`src/rtl/tri_pwm_gen.sv`:
```
module tri_pwm_gen #(
  parameter int PERIOD_W   = 11,
  parameter int MIN_OFF    = 64,
  parameter int STROBE_LEN = 8
) (
  input  logic                clk,
  input  logic                rst_n,
  input  logic [PERIOD_W-1:0] duty,
  output logic                gate,
  output logic                conv_n,
  output logic                period_start
);

  localparam int                PERIOD = 1 << PERIOD_W;
  localparam logic [PERIOD_W:0]   PER_X  = PERIOD[PERIOD_W:0];
  localparam logic [PERIOD_W-1:0] LAST   = PERIOD_W'(PERIOD - 1);
  localparam logic [PERIOD_W-1:0] DMAX   = PERIOD_W'(PERIOD - MIN_OFF);
  localparam logic [PERIOD_W-1:0] SLEN   = PERIOD_W'(STROBE_LEN);
  localparam logic [PERIOD_W-1:0] MID    = PERIOD_W'(PERIOD / 2);

  logic                run;
  logic [PERIOD_W-1:0] cnt;
  logic [PERIOD_W-1:0] duty_act;
  logic [PERIOD_W-1:0] half;
  logic                load;

  assign load = !run || (cnt == LAST);

  always_ff @(posedge clk or negedge rst_n) begin
    if (!rst_n) begin
      run      <= 1'b0;
      cnt      <= '0;
      duty_act <= '0;
    end else begin
      run <= 1'b1;
      if (run) cnt <= cnt + 1'b1;
      if (load) duty_act <= (duty > DMAX) ? DMAX : duty;
    end
  end

  assign half         = duty_act >> 1;
  assign gate         = run && ((cnt < half) || ({1'b0, cnt} >= (PER_X - {1'b0, half})));
  assign conv_n       = !(run && (cnt < SLEN));
  assign period_start = run && (cnt == '0);

  assert_pulse_width_R1: assert property (@(posedge clk) disable iff (!rst_n)
    period_start |=> !period_start);
  assert_period_wrap_R1: assert property (@(posedge clk) disable iff (!rst_n)
    (run && cnt == LAST) |=> period_start);
  assert_on_at_start_R2: assert property (@(posedge clk) disable iff (!rst_n)
    (period_start && duty_act >= 2) |-> gate);
  assert_duty_hold_R3: assert property (@(posedge clk) disable iff (!rst_n)
    (run && cnt != LAST) |=> $stable(duty_act));
  assert_zero_off_R4: assert property (@(posedge clk) disable iff (!rst_n)
    (run && duty_act < 2) |-> !gate);
  assert_mid_off_R5: assert property (@(posedge clk) disable iff (!rst_n)
    (run && cnt == MID) |-> !gate);
  assert_strobe_align_R6: assert property (@(posedge clk) disable iff (!rst_n)
    $fell(conv_n) |-> period_start);

  always_ff @(posedge clk) begin
    if (!rst_n) assert_reset_idle_R7: assert (!gate && conv_n && !period_start);
  end

endmodule

```
`config.mk`:
```
export PLATFORM = sky130hd
export DESIGN_NAME = tri_pwm_gen
export DESIGN_NICKNAME = d
export VERILOG_FILES = /design/src/rtl/tri_pwm_gen.sv
export SDC_FILE = /design/constraint.sdc
export NUM_CORES = 1
export LEC_CHECK = 0
export ABC_CLOCK_PERIOD_IN_PS = 3820
export BUFFER_PORTS_ARGS = -buffer_cell sky130_fd_sc_hd__buf_2
export CORE_ASPECT_RATIO = 0.9
export CORE_UTILIZATION = 50
export DETAILED_ROUTE_END_ITERATION = 7
export PLACE_DENSITY = 0.72
export SYNTH_ARGS = -nofsm -noshare
export SYNTH_HDL_FRONTEND = slang
export SYNTH_SLANG_ARGS = --single-unit
```
`constraint.sdc`:
```
create_clock -name clk -period 3.82 [get_ports clk]
set_clock_uncertainty 0.2 [all_clocks]
set_input_delay 0.191 -clock clk [delete_from_list [all_inputs] [get_ports clk]]
set_output_delay 0.191 -clock clk [all_outputs]
set_load 0.02 [all_outputs]
```
# After elaboration in Yosys (flattened, before gate mapping)
# Cells that the tools add are included.
# totals
regBits,23
in_bits,13
wordCells,19
# op_classes
add_sub_neg,2
order_cmp,4
eq_ne,1
mux,1
n_reduce_logical,8
# ops
cell,n
$ge 11x12->1,1
$sub 12x10->12 const A,1
$add 11x1->11 const B,1
$eq 11x11->1 const B,1
$gt 11x11->1 const B,1
$logic_not 11->1,1
$lt 11x10->1,1
$lt 11x4->1 const B,1
$mux 11,1
$logic_and 1x1->1,3
$logic_not 1->1,2
$logic_or 1x1->1,2

# Depth between registers and ports, before layout
# depth
ltp_word,4
ltp_mapped,10
ltp_nobuf,10

# Worst setup path before layout
# No wires, ideal clock.
# synth_timing
kind,register -> output
start,register duty_act[5]
end,output gate
arrival_time_ns,2.275
path_slack_ns,1.154
stages_incl_launch_ff,10
n_path_buf,0
path_cell_list,dfrtp_1 nor4_1 nand2_1 o41ai_1 o21ai_0 ha_1 nand3_1 nand2_1 nor4_1 o31ai_1
# synth_between
elab_chain_len,4
elab_cells_between_ends,5
cone_classes,1 x add/sub; 2 x order compare; 2 x reduce/logical
# synth_rtl
element,line,rtl
"start, declared",23,logic [PERIOD_W-1:0] duty_act;
"start signal, assigned",37,if (load) duty_act <= (duty > DMAX) ? DMAX : duty;
$sub 12x10->12,42,"assign gate = run && ((cnt < half) || ({1'b0, cnt} >= (PER_X - {1'b0, half})));"
$ge 11x12->1,42,
$logic_or 1x1->1 *,42,
$logic_and 1x1->1 *,42,
"end, declared",9,"output logic gate,"
# Mark *: on every way between the ends. The rest lies on a longest branch, timed or not.

# Final worst setup path
# Same ends and word-level chain as after synthesis.

==> flow_metrics.py <==
metrics = {
    "run_status": {
        "status": "finished clean",
    },
    "power_and_ir_drop": {
        "power_frac_seq_pct": 46.2,
        "p_int_w": 0.000461,
        "vdd_drop_max_v": 0.000256,
        "p_switching_w": 0.000302,
        "p_clk_share_pct": 14.2,
        "p_per_area_nw_per_um2": 424,
        "p_leak_nw": 0.869,
        "pwr-share-comb_pct": 39.6,
        "switching_share_pct": 39.6,
        "p_total_w": 0.000764,
    },
    "sta": {
        "setup_ws_ps": 685,
        "worst_pin_slew_ps": 499,
        "rsz0062_at_grt": "false",
        "tns_ps": 0,
        "min_period_over_period_pct": 82.1,
        "maxSlewHeadroom_pct": 66.5,
        "setup_viol": 0,
        "fmax_mhz": 319,
        "slew_viol_final": 0,
        "whs_ps": 153,
        "finalHoldViolations": 0,
        "min_period_ps": 3140,
    },
    "synthesis": {
        "synth_warnings": 0,
        "synth_ff_type": "dfrtp_1",
        "syn_inst": 158,
        "syn_area_um2": 1560,
        "seq_area_frac_synth_pct": 35.3,
        "synth_edf_count": 0,
        "async_reset_ff_share_pct": 100,
        "synth_seq_cells": 22,
        "synth.avg_cell_area_um2": 9.86,
        "synth_cell_types": 33,
        "syn_nets": 194,
    },
    "clock_network": {
        "clock_sinks": 22,
        "htreeDepth": 1,
        "cts_tree": "done",
        "clk_pin_slew_worst_paths_ps": 120,
        "postCtsSetupBuffers": 0,
        "clock_latency_ps": 320,
        "cts_buffers": 3,
        "clockBufferDepth": 2,
        "root_buffer": "clkbuf_4",
    },
    "setup_path": {
        "reg2reg_depth": 6,
        "cp_max_fo": 5,
        "start_kind": "flop",
        "end_kind": "output port",
        "crit_slowest_cell": "dfrtp_1",
        "crit_chain": "nor4_1 -> nand2_1 -> o41ai_1 -> o21ai_0 -> ha_1 -> nand3_1 -> nand2_1 -> nor4_1 -> o31ai_1 -> buf_2",
        "rr_startpoint": "cnt[2]",
        "critical_path_required_ps": 3430,
        "r2r_end": "duty_act[4]",
        "cpPeakStageDelay_ps": 450,
        "crit_arrival_ps": 2740,
        "crit_type": "reg2out",
        "r2r_setup_slack_ps": 1730,
    },
    "floorplanning": {
        "start_util_pct": 54.5,
        "dieArea_um2": 3340,
        "num_io_pins": 16,
        "fp.dieH_um": 55.0,
        "die_x_um": 60.8,
        "core-area_um2": 2860,
        "num_rows": 18,
    },
    "place": {
        "portBuffers": 14,
        "hpwl_um": 2250,
        "place_ws_ps": 1050,
        "routabilityCongestion": 0.856,
    },
    "global_route": {
        "grt_max_degree": 23,
        "antenna_found_initial": 0,
        "gr-total-overflow": 0,
        "grt_pass1_vias": 1033,
        "grt_use_total_pct": 20.6,
        "grt_pass1_wl_um": 4860,
    },
    "cells_and_area": {
        "diodes": 0,
        "syn2layout_area_growth_pct": 15.7,
        "drive_above_1_share_pct": 14.1,
        "nets": 223,
    },
    "routing": {
        "postRouteAntennaNets": 0,
        "routed_via_density": 5.53,
        "drt_iter0_markers": 66,
        "wl_per_cell_um": 13.6,
        "dr.pass1.iters": 4,
        "drc": 0,
        "totalWireLength_um": 3060,
        "via_count": 1244,
    },
    "worst_hold_path": {
        "min_path_type": "in2async",
    },
    "job": {
        "max_cap_violations": 0,
    },
}
==> state kept, by name, indices dropped and copies added (netlist names) <==
register and cells:
duty_act 10, run 1, cnt 11
==> layer usage <==
metal | global-route usage (%) | vias to the layer above | wire (µm)
met4 | 9.09 | 0 | 76
li1 | - | 629 | -
met5 | 0 | - | 0
met3 | 5.12 | 8 | 128
met1 | 30.3 | 581 | 1510
met2 | 28.2 | 26 | 1350
==> layout make-up <==
type,instances,area (µm²)
clock buffers,3,22.5
fillers,235,1060
inverters,16,60.1
multi-input cells,118,932
flip-flops and latches,22,551
well taps,40,50.0
repair buffers,26,188
==> logic make-up after synthesis <==
logic type,synth area share (%)
mux,4.82
flops,35.3
other cells,0.241
simple gates,15.7
compound gates,12.1
buf+inv,4.82
xor+xnor,8.43
fa+ha+maj,18.5
==> cells in the final DEF (no fill, tap or decap), types with 6 or more instances in the layout <==
cell           count
buf_2             14
dfrtp_1           22
dlygate4sd3_1     11
ha_1              23
inv_1             16
nand2_1           12
nor2_1             9
nor3_1             6
o21ai_0            7
xnor2_1           13
==> Yosys cell counts, drive strengths merged (2+ instances only) <==
master,instances,area share (%)
a211oi,2,0.96
a21oi,3,0.96
a22o,5,2.8
a31oi,4,2.0
dfrtp,22,35
ha,23,18
inv,16,3.9
mux2,5,4.8
nand2,12,2.9
nand3,5,1.6
nand4,6,2.8
nor2,9,2.2
nor3,6,1.9
nor4,4,2.0
o21ai,7,2.2
o31ai,2,0.96
xnor2,13,7.3
xor2,2,1.1
==> metrics by stage <==
step	instances	util, %	cell area (µm²)
floorplan	158	-	1560
global placement	211	58.4	1670
detailed placement	211	58.4	1670
CTS	225	63.0	1800
global route	225	63.0	1800
finish	225	63.0	1800
==> worst max path at each step <==
stage                     endpoint  depth (start not counted)         from  slack (ps)
after detailed placement      gate                         10  duty_act[5]        1050
after floorplan               gate                          9  duty_act[5]        1150
after CTS                     gate                         10  duty_act[5]         680
after global placement        gate                         10  duty_act[5]        1140
after global routing          gate                         10  duty_act[5]         400
final                         gate                         10  duty_act[5]         680
==> worst max-delay path: cells and delay by family, from the launching register on <==
kind | cells | cell delay [ps]
AND/OR/NAND/NOR | 5 | 970
buffers and inverters | 1 | 170
adder cells (fa/ha/maj) | 1 | 310
AO/OA/AOI/OAI | 3 | 540
flip-flops | 1 | 450
==> repair_timing <==
item / 4_1_cts / 5_1_grt
hold buffers: 11 / 0
resized for setup: 0 / 0
endpoints found under the hold margin: 32 / 0
==> power groups by stage <==
stage               Sequential [W]  Combinational [W]  Clock (W)
finish                    0.000352           0.000302   0.000109
global route              0.000362           0.000346   0.000125
CTS                       0.000351           0.000303   0.000113
detailed placement        0.000357           0.000292          0
global placement          0.000353           0.000278          0
floorplan                 0.000336           0.000229          0
Note: power is estimated with default switching activity, not from simulation.
